### config.mk
export PLATFORM = sky130hd
export DESIGN_NAME = prd_irq_gen
export DESIGN_NICKNAME = d
export VERILOG_FILES = /design/src/rtl/prd_irq_pkg.sv /design/src/rtl/prd_base_counter.sv /design/src/rtl/prd_rate_decode.sv /design/src/rtl/prd_tick_gen.sv /design/src/rtl/prd_status_flags.sv /design/src/rtl/prd_irq_gen.sv
export SDC_FILE = /design/constraint.sdc
export NUM_CORES = 1
export LEC_CHECK = 0
export ABC_AREA = 1
export BUFFER_PORTS_ARGS = -buffer_cell sky130_fd_sc_hd__buf_2
export CORE_ASPECT_RATIO = 1.75
export CORE_MARGIN = 5
export CORE_UTILIZATION = 50
export CTS_CLUSTER_DIAMETER = 30
export CTS_CLUSTER_SIZE = 12
export DETAILED_ROUTE_END_ITERATION = 16
export PLACE_DENSITY = 0.69
export REMOVE_ABC_BUFFERS = 1
export SKIP_LAST_GASP = 1
export SLEW_MARGIN = 20
export SYNTH_ARGS = -nofsm -noshare
export SYNTH_HDL_FRONTEND = slang
export SYNTH_SLANG_ARGS = --single-unit
### constraint.sdc
create_clock -name clk -period 2.7 [get_ports clk]
set_input_delay 0.27 -clock clk [delete_from_list [all_inputs] [get_ports clk]]
set_output_delay 0.27 -clock clk [all_outputs]
set_load 0.005 [all_outputs]
### src/rtl/prd_irq_pkg.sv
// Shared constants and helpers for the periodic interrupt rate generator.
// Assumes a 4-bit rate code in which codes 1 and 2 are folded onto 8 and 9.
package prd_irq_pkg;

    localparam int RATE_W      = 4;   // width of the rate select code
    localparam int BASE_W      = 15;  // width of the free-running base count
    localparam int FOLD_LIMIT  = 2;   // codes up to this value are folded
    localparam int FOLD_OFFSET = 7;   // amount added to folded codes
    localparam int FLAG_N      = 2;   // number of status flags driven by a tick

    // Index of each sticky status flag.
    typedef enum int {
        FLG_PERIODIC = 0,
        FLG_SUMMARY  = 1
    } flag_idx_e;

    // Maps a raw rate code to the effective code (1->8, 2->9, others unchanged).
    function automatic logic [RATE_W-1:0] fold_rate(input logic [RATE_W-1:0] code);
        if (code != '0 && code <= RATE_W'(FOLD_LIMIT))
            return code + RATE_W'(FOLD_OFFSET);
        else
            return code;
    endfunction

endpackage

### src/rtl/prd_base_counter.sv
// Free-running base counter of the time base.
// It advances by one on every clock that carries the time-base enable and
// wraps at 2**W. It is never restarted except by reset. The output is the
// value the count takes at the coming edge, so downstream logic can judge
// the step that is about to happen.
module prd_base_counter #(
    parameter int W = 15
) (
    input  logic         clk,
    input  logic         rst_n,
    input  logic         step_en,
    output logic [W-1:0] cnt_next
);

    logic [W-1:0] cnt_q;

    // Value of the count after this step (wraps naturally at 2**W).
    always_comb begin
        cnt_next = step_en ? cnt_q + W'(1) : cnt_q;
    end

    // Holds the count; zero on reset.
    always_ff @(posedge clk) begin
        if (!rst_n)
            cnt_q <= '0;
        else
            cnt_q <= cnt_next;
    end

endmodule

### src/rtl/prd_rate_decode.sv
// Rate decode: turns the rate code and the enable into an "active" flag and
// an alignment mask of (period - 1). Purely combinational, so a rate or
// enable change applies to the very next base step. Assumes every folded
// code minus one is below the base count width.
module prd_rate_decode
    import prd_irq_pkg::*;
#(
    parameter int CW = RATE_W,
    parameter int W  = BASE_W
) (
    input  logic [CW-1:0] rate_code,
    input  logic          enable,
    output logic          active,
    output logic [W-1:0]  align_mask
);

    localparam logic [W-1:0] ONE = W'(1);

    logic [CW-1:0] eff_code;
    logic [CW-1:0] shamt;

    // Folds the low codes and derives the exponent of the period.
    always_comb begin
        eff_code = fold_rate(rate_code);
        shamt    = (eff_code == '0) ? '0 : eff_code - CW'(1);
    end

    // Active only with a non-zero code and the enable set; the mask is period-1.
    always_comb begin
        active     = enable && (rate_code != '0);
        align_mask = (ONE << shamt) - ONE;
    end

endmodule

### src/rtl/prd_tick_gen.sv
// Tick generator: marks the base steps whose new count is a multiple of the
// period. The tick is registered, so it is high in the cycle after the
// qualifying time-base pulse and lasts one cycle. The pre-register strobe
// is also exported so the status flags update on the same edge.
module prd_tick_gen #(
    parameter int W = 15
) (
    input  logic         clk,
    input  logic         rst_n,
    input  logic         step_en,
    input  logic         active,
    input  logic [W-1:0] align_mask,
    input  logic [W-1:0] cnt_next,
    output logic         tick_set,
    output logic         tick_q
);

    // A step lands on a period boundary when the masked bits of the new count are zero.
    always_comb begin
        tick_set = step_en && active && ((cnt_next & align_mask) == '0);
    end

    // Registers the one-cycle tick.
    always_ff @(posedge clk) begin
        if (!rst_n)
            tick_q <= 1'b0;
        else
            tick_q <= tick_set;
    end

endmodule

### src/rtl/prd_status_flags.sv
// Sticky status flags set by the tick strobe.
// Every flag is set by a tick and cleared by the clear strobe. When both
// happen on the same edge, the set wins, so no tick is ever lost.
module prd_status_flags
    import prd_irq_pkg::*;
#(
    parameter int N = FLAG_N
) (
    input  logic         clk,
    input  logic         rst_n,
    input  logic         tick_set,
    input  logic         clr,
    output logic [N-1:0] flags
);

    for (genvar i = 0; i < N; i++) begin : g_flag
        // Set-over-clear sticky bit.
        always_ff @(posedge clk) begin
            if (!rst_n)
                flags[i] <= 1'b0;
            else if (tick_set)
                flags[i] <= 1'b1;
            else if (clr)
                flags[i] <= 1'b0;
        end
    end

endmodule

### src/rtl/prd_irq_gen.sv
// Top of the periodic interrupt rate generator.
// It divides a 32768 Hz clock-enable pulse by a power of two chosen by the
// rate code. Ticks are aligned to a free-running base count. Each tick sets
// the periodic and summary flags. Assumes tb_en is a one-cycle pulse
// synchronous to clk.
module prd_irq_gen
    import prd_irq_pkg::*;
#(
    parameter int CW = RATE_W,
    parameter int W  = BASE_W
) (
    input  logic          clk,
    input  logic          rst_n,
    input  logic          tb_en,
    input  logic [CW-1:0] rate_code,
    input  logic          pie_en,
    input  logic          flag_clr,
    output logic          tick,
    output logic          per_flag,
    output logic          irq_flag
);

    logic [W-1:0]      cnt_next;
    logic              active;
    logic [W-1:0]      align_mask;
    logic              tick_set;
    logic [FLAG_N-1:0] flags;

    prd_base_counter #(.W(W)) u_cnt (
        .clk      (clk),
        .rst_n    (rst_n),
        .step_en  (tb_en),
        .cnt_next (cnt_next)
    );

    prd_rate_decode #(.CW(CW), .W(W)) u_dec (
        .rate_code  (rate_code),
        .enable     (pie_en),
        .active     (active),
        .align_mask (align_mask)
    );

    prd_tick_gen #(.W(W)) u_tick (
        .clk        (clk),
        .rst_n      (rst_n),
        .step_en    (tb_en),
        .active     (active),
        .align_mask (align_mask),
        .cnt_next   (cnt_next),
        .tick_set   (tick_set),
        .tick_q     (tick)
    );

    prd_status_flags #(.N(FLAG_N)) u_flags (
        .clk      (clk),
        .rst_n    (rst_n),
        .tick_set (tick_set),
        .clr      (flag_clr),
        .flags    (flags)
    );

    // Maps the flag vector onto the named outputs.
    always_comb begin
        per_flag = flags[FLG_PERIODIC];
        irq_flag = flags[FLG_SUMMARY];
    end

endmodule

After elaboration in Yosys (flattened, before gate mapping)
Cells that the tools add are included.

Register bits after elaboration: 17. Output and inout bits: 3.

Reductions and logical operators: 8. Add/subtract/negate cells: 4. Shift operators: 1. Multiplexer cells: 5. Bitwise gates (word level): 1. $lt $le $gt $ge: 1.

Operators with widths (number): 15-bit by 1-bit adder with 15-bit output, second input constant (1); 15-bit bitwise AND (1); 15-bit zero test (1); 15-bit two-way mux (1); 1-bit by 4-bit left shift with 15-bit output, first input constant (1); 15-bit by 1-bit subtractor with 15-bit output, second input constant (1); 4-bit two-way mux (2); 4-bit by 3-bit adder with 4-bit output, second input constant (1); 4-bit by 2-bit <= comparator with 1-bit output, second input constant (1); 1-bit logical AND (4); 4-bit zero test (1); 4-bit nonzero test (1); 4-bit by 1-bit subtractor with 4-bit output, second input constant (1); 1-bit two-way mux (2); 2-bit nonzero test (1).

Logic depth before layout (Yosys ltp)
Depth after elaboration: 11. Mapped depth: 20. Gate-level depth less buffers: 20.

Cells and area by module
From an unflattened synthesis, not the netlist that was laid out.

Cells, all modules: 277. Area total of the unflattened synthesis: 1705.4 µm².

By module, submodules not included: prd_base_counter (area each 817.0 µm², cells an instance 118, instances 1, seq. area each 300.3 µm²); prd_rate_decode (area each 689.4 µm², cells an instance 119, instances 1, seq. area each 0.0 µm²); prd_tick_gen (area each 147.6 µm², cells an instance 33, instances 1, seq. area each 20.0 µm²); prd_status_flags (area each 51.3 µm², cells an instance 7, instances 1, seq. area each 20.0 µm²).

Worst setup path before layout
No wires, ideal clock.

Path type: input port to flip-flop. Start: input port rate_code[0]. End: register u_flags.flags[1]. Stages: 17. Data arrival time: 1909 ps. Setup slack: 678 ps. Required time: 2586 ps. Setup time: 114 ps. Cells stage by stage: inv_1 -> ha_1 -> inv_1 -> nand4_1 -> nand2_4 -> nor2_2 -> inv_1 -> ha_1 -> inv_1 -> nor2_4 -> nand2_2 -> nor2_1 -> nor2_1 -> nor2_1 -> nor2_1 -> nand2_1 -> nand2_1.

Cells in the longest elaborated chain, start to end: 11. Elaborated cells between the ends (all ways): 17. Those cells by class: add/sub: 3; order compare: 1; shift: 1; mux: 3; bitwise: 1; reduce/logical: 8.

RTL lines: start: declaration (line prd_irq_gen.sv:15) `input logic [CW-1:0] rate_code,`; 4-bit by 2-bit <= comparator with 1-bit output / 4-bit nonzero test (equally long branches) (line prd_irq_pkg.sv:19, prd_rate_decode.sv:30); 1-bit logical AND (line prd_irq_pkg.sv:19) `if (code != '0 && code <= RATE_W'(FOLD_LIMIT))`; 4-bit two-way mux (line prd_irq_pkg.sv:19); 4-bit by 1-bit subtractor with 4-bit output / 4-bit zero test (equally long branches) (line prd_rate_decode.sv:25) `shamt = (eff_code == '0) ? '0 : eff_code - CW'(1);`; 4-bit two-way mux (line prd_rate_decode.sv:25); 1-bit by 4-bit left shift with 15-bit output (line prd_rate_decode.sv:31) `align_mask = (ONE << shamt) - ONE;`; 15-bit by 1-bit subtractor with 15-bit output (line prd_rate_decode.sv:31); 15-bit bitwise AND (line prd_tick_gen.sv:20) `tick_set = step_en && active && ((cnt_next & align_mask) == '0);`; 15-bit zero test (line prd_tick_gen.sv:20); 1-bit logical AND * (line prd_tick_gen.sv:20); 1-bit two-way mux / 2-bit nonzero test (equally long branches); end signal: indexed assignment (line prd_status_flags.sv:20) `flags[i] <= 1'b0;`; end signal: indexed assignment (line prd_status_flags.sv:22) `flags[i] <= 1'b1;`; end signal: indexed assignment (line prd_status_flags.sv:24) `flags[i] <= 1'b0;`; end: declaration (line prd_status_flags.sv:13) `output logic [N-1:0] flags`.

Mark *: on every way between the ends. The rest lies on a longest branch, timed or not. A chain may end at the register's enable or synchronous reset.

Worst setup path in the final report
Start: input port rate_code[1]. End: register u_flags.flags[1].

The elaborated chain is that of the path after synthesis.

==> flow_summary.toml <==
[sta]
final.min_clock_period_ns = 2.19
timing.final.crit_share = 0.813
max_clock_freq_mhz = 456
worst_slew_pin_slew_ns = 0.331
unrepaired_setup_endpoints_after_global_routing = "no"
finalSetupViolCount = 0
timing.final.max_slew_violations = 0
final.setup_skew_ns = 0.00258
number_of_hold_violations_in_the_final_report = 0
post-route-worst-setup-slack_ns = 0.506
tns_ns = 0
slew-limit-headroom = 0.778

[clock_tree]
cts.sinks = 17
clockBufferDepth = 2
worst_setup_hold_path_clk_slew_ns = 0.06
clk-insertion-delay-late_ns = 0.25
cts-hold-fix-buffers = 0
cts_made_buffers = 3
tritoncts = "yes"
cts.repair_timing.setup_buffer_count = 0
postCtsResizedCells = 0
htree_num_levels = 1
clk_root_buffer_cell = "sky130_fd_sc_hd__clkbuf_8"

[logic_synthesis]
synth.lib_cells_used.distinct = 27
yosysWarningCount = 0
netlist_top_cells_area = "sky130_fd_sc_hd__dfxtp_1 23%, sky130_fd_sc_hd__nand2_1 15%, sky130_fd_sc_hd__nor2_1 10%, sky130_fd_sc_hd__inv_1 10%, sky130_fd_sc_hd__nand3_1 6.9%"
synthCells = 238
area_of_the_mapped_netlist_mm2 = 0.00146
syn_area_per_cell_um2 = 6.12
synth.ff_latch_count = 17
seq_area_frac_synth = 0.233
synth_largest_type_area_fraction = 0.233
cell_taking_the_most_area_after_synthesis = "sky130_fd_sc_hd__dfxtp_1"

[floorplanning]
core-area_mm2 = 0.00286
die-area_mm2 = 0.00414
initial_utilization = 0.509
std_cell_rows = 26
ios = 12
die_width_um = 50.8
chipHeight_um = 81.4

[global_route]
first_global_vias = 1343
globalRoute.totalOverflow = 0
grt_max_degree = 16
grt_antenna_before_repair = 0
grt_first_pass_wirelength_mm = 5.62
grt_util_all_layers = 0.171

[setup_path]
worst_path_cell_with_the_longest_stage_delay = "sky130_fd_sc_hd__ha_1"
setup.worst_path.end_class = "flop"
cp_data_arrival_time_ns = 2.34
worstSetupStartpointType = "primary input"
worst_r2r_startpoint = "u_cnt.cnt_q[0]"
worst-r2r-cell-count = 14
cp_slowest_stage_delay_ns = 0.23
regToRegSetupSlack_ns = 0.89
worst-endpoint-required_ns = 2.85
crit_chain = "buf_2 > inv_1 > ha_1 > inv_1 > nand4_1 > nand2_4 > nor2_2 > inv_1 > ha_1 > inv_1 > nor2_4 > nand2_2 > nor2_1 > nor2_1 > nor2_1 > nor2_1 > nand2_1 > nand2_1"
crit_path_category = "in -> reg"
worstPathMaxFanout = 6
r2r_end = "u_flags.flags[1]"

[layout]
layout.filler_cells = 306
drive_above_1_share = 0.152
finish.net_count = 264
layout.area.seq_um2 = 340
multi_input_area_um2 = 941
antenna_cells_inserted = 0
post-route-cell-area_mm2 = 0.00157
syn2layout_area_growth_pct = 7.73

[placed_design]
routabilityCongestion = 0.945
detailed_place.area_mm2 = 0.00153
placement.setup.worst_slack_ns = 0.260
portBuffers = 11
dpl.hpwl_mm = 2.72

[pwr]
irDropWorstVdd_mv = 0.273
leakage_nw = 0.738
cellPowerDensity_mw_per_mm2 = 364
total_power_mw = 0.571

[drt]
dr.first_iter.drc_count = 60
total_number_of_vias = 1418
drcViolationCount = 0
avgRoutedWirePerCell_um = 11.7
antenna_left = 0
routed_wirelength_mm = 3.24
routed_via_density = 5.10
drtPass1Iterations = 4

[worst_hold_path]
hold_path_class = "in -> reg"
whs_path_depth = 3
hold_path_end = "u_flags.flags[1]"
hold_path.startpoint = "rst_n"

[outcome]
status = "finished, final reports clean"

[flow_run]
maxCapViolCount = 0
-- cell type report --
cell class                      count  share of cell area
Multi-Input combinational cell    178               0.599
Timing Repair Buffer               12              0.0398
Sequential cell                    17               0.217
Clock buffer                        4              0.0287
Inverter                           39              0.0932
Tap cell                           28              0.0223
-- sequential cells by signal, indices dropped and copies added, names as in the netlist --
name / flops
u_cnt.cnt_q: 15
u_flags.flags: 1
u_tick.tick_q: 1
-- critical path: cells and delay by family --
kind	cells	cell delay, ns
buffers and inverters	5	0.60
AND/OR/NAND/NOR	11	1.02
adder cells (fa/ha/maj)	2	0.44
-- worst max path at each step --
stage | start | endpoint | depth (start not counted)
final | rate_code[1] | u_flags.flags[1] | 18
after global routing | rate_code[0] | u_flags.flags[1] | 18
after CTS | rate_code[1] | u_flags.flags[1] | 18
after detailed placement | rate_code[1] | u_flags.flags[1] | 18
after global placement | rate_code[1] | u_flags.flags[1] | 18
after floorplan | rate_code[0] | u_flags.flags[1] | 17
-- layer usage --
metal	global-route usage	routed length, um	vias to the layer above
met2	0.348	1900	25
li1	-	-	760
met5	0	0	-
met3	0.0109	58	8
met4	0.0665	85	0
met1	0.171	1200	625
-- power by group --
part	leakage, nW	internal (mW)	switching [mW]
Combinational	0.578	0.0408	0.0839
Sequential	0.138	0.256	0.00341
Clock	0.0228	0.105	0.0826
-- synth_stat cells --
cell type                  instances
sky130_fd_sc_hd__a211oi_1          1
sky130_fd_sc_hd__a21oi_1           4
sky130_fd_sc_hd__buf_4             2
sky130_fd_sc_hd__buf_6             1
sky130_fd_sc_hd__clkbuf_1          1
sky130_fd_sc_hd__dfxtp_1          17
sky130_fd_sc_hd__ha_1              4
sky130_fd_sc_hd__inv_1            39
sky130_fd_sc_hd__nand2_1          59
sky130_fd_sc_hd__nand2_2           8
sky130_fd_sc_hd__nand2_4           3
sky130_fd_sc_hd__nand3_1          20
sky130_fd_sc_hd__nand3_4           2
sky130_fd_sc_hd__nand3b_1          3
sky130_fd_sc_hd__nand4_1           8
sky130_fd_sc_hd__nor2_1           40
sky130_fd_sc_hd__nor2_2            4
sky130_fd_sc_hd__nor2_4            3
sky130_fd_sc_hd__nor2_8            1
sky130_fd_sc_hd__nor3_1            5
sky130_fd_sc_hd__nor3_2            1
sky130_fd_sc_hd__o211ai_1          1
sky130_fd_sc_hd__o21ai_0           2
sky130_fd_sc_hd__o21ai_1           2
sky130_fd_sc_hd__or2_2             1
sky130_fd_sc_hd__xnor2_1           2
sky130_fd_sc_hd__xor2_1            4
-- cell usage in the layout (no fill, tap or decap) --
| master | synthesis | final |
|---|---|---|
| sky130_fd_sc_hd__a211oi_1 | 1 | 1 |
| sky130_fd_sc_hd__a21oi_1 | 4 | 4 |
| sky130_fd_sc_hd__buf_2 | 0 | 11 |
| sky130_fd_sc_hd__buf_4 | 2 | 1 |
| sky130_fd_sc_hd__clkbuf_1 | 1 | 1 |
| sky130_fd_sc_hd__clkbuf_8 | 0 | 3 |
| sky130_fd_sc_hd__dfxtp_1 | 17 | 17 |
| sky130_fd_sc_hd__ha_1 | 4 | 4 |
| sky130_fd_sc_hd__inv_1 | 39 | 39 |
| sky130_fd_sc_hd__nand2_1 | 59 | 59 |
| sky130_fd_sc_hd__nand2_2 | 8 | 8 |
| sky130_fd_sc_hd__nand2_4 | 3 | 3 |
| sky130_fd_sc_hd__nand3_1 | 20 | 20 |
| sky130_fd_sc_hd__nand3_4 | 2 | 2 |
| sky130_fd_sc_hd__nand3b_1 | 3 | 3 |
| sky130_fd_sc_hd__nand4_1 | 8 | 8 |
| sky130_fd_sc_hd__nor2_1 | 40 | 40 |
| sky130_fd_sc_hd__nor2_2 | 4 | 4 |
| sky130_fd_sc_hd__nor2_4 | 3 | 3 |
| sky130_fd_sc_hd__nor2_8 | 1 | 1 |
| sky130_fd_sc_hd__nor3_1 | 5 | 5 |
| sky130_fd_sc_hd__nor3_2 | 1 | 1 |
| sky130_fd_sc_hd__o211ai_1 | 1 | 1 |
| sky130_fd_sc_hd__o21ai_0 | 2 | 2 |
| sky130_fd_sc_hd__o21ai_1 | 2 | 2 |
| sky130_fd_sc_hd__or2_2 | 1 | 1 |
| sky130_fd_sc_hd__xnor2_1 | 2 | 2 |
| sky130_fd_sc_hd__xor2_1 | 4 | 4 |
-- cell families (layout without fill, tap and decap cells) --
kind of cell / count (synthesis) / after routing / synth area share
XOR/XNOR: 6 / 6 / 0.0361
flip-flops: 17 / 17 / 0.233
AND/OR/NAND/NOR: 158 / 158 / 0.537
adder cells (fa/ha/maj): 4 / 4 / 0.0343
buffers and inverters: 43 / 55 / 0.121
AO/OA/AOI/OAI: 10 / 10 / 0.0378
-- stage by stage --
step | utilization | instances | hold slack, ns
3_5_place_dp | 0.533 | 274 | 0.470
6_report | 0.549 | 278 | 0.260
3_3_place_gp | 0.533 | 274 | 0.466
2_1_floorplan | - | 234 | 0.369
4_1_cts | 0.549 | 278 | 0.261
5_1_grt | 0.549 | 278 | 0.299
Note: power is estimated with default switching activity, not from simulation.
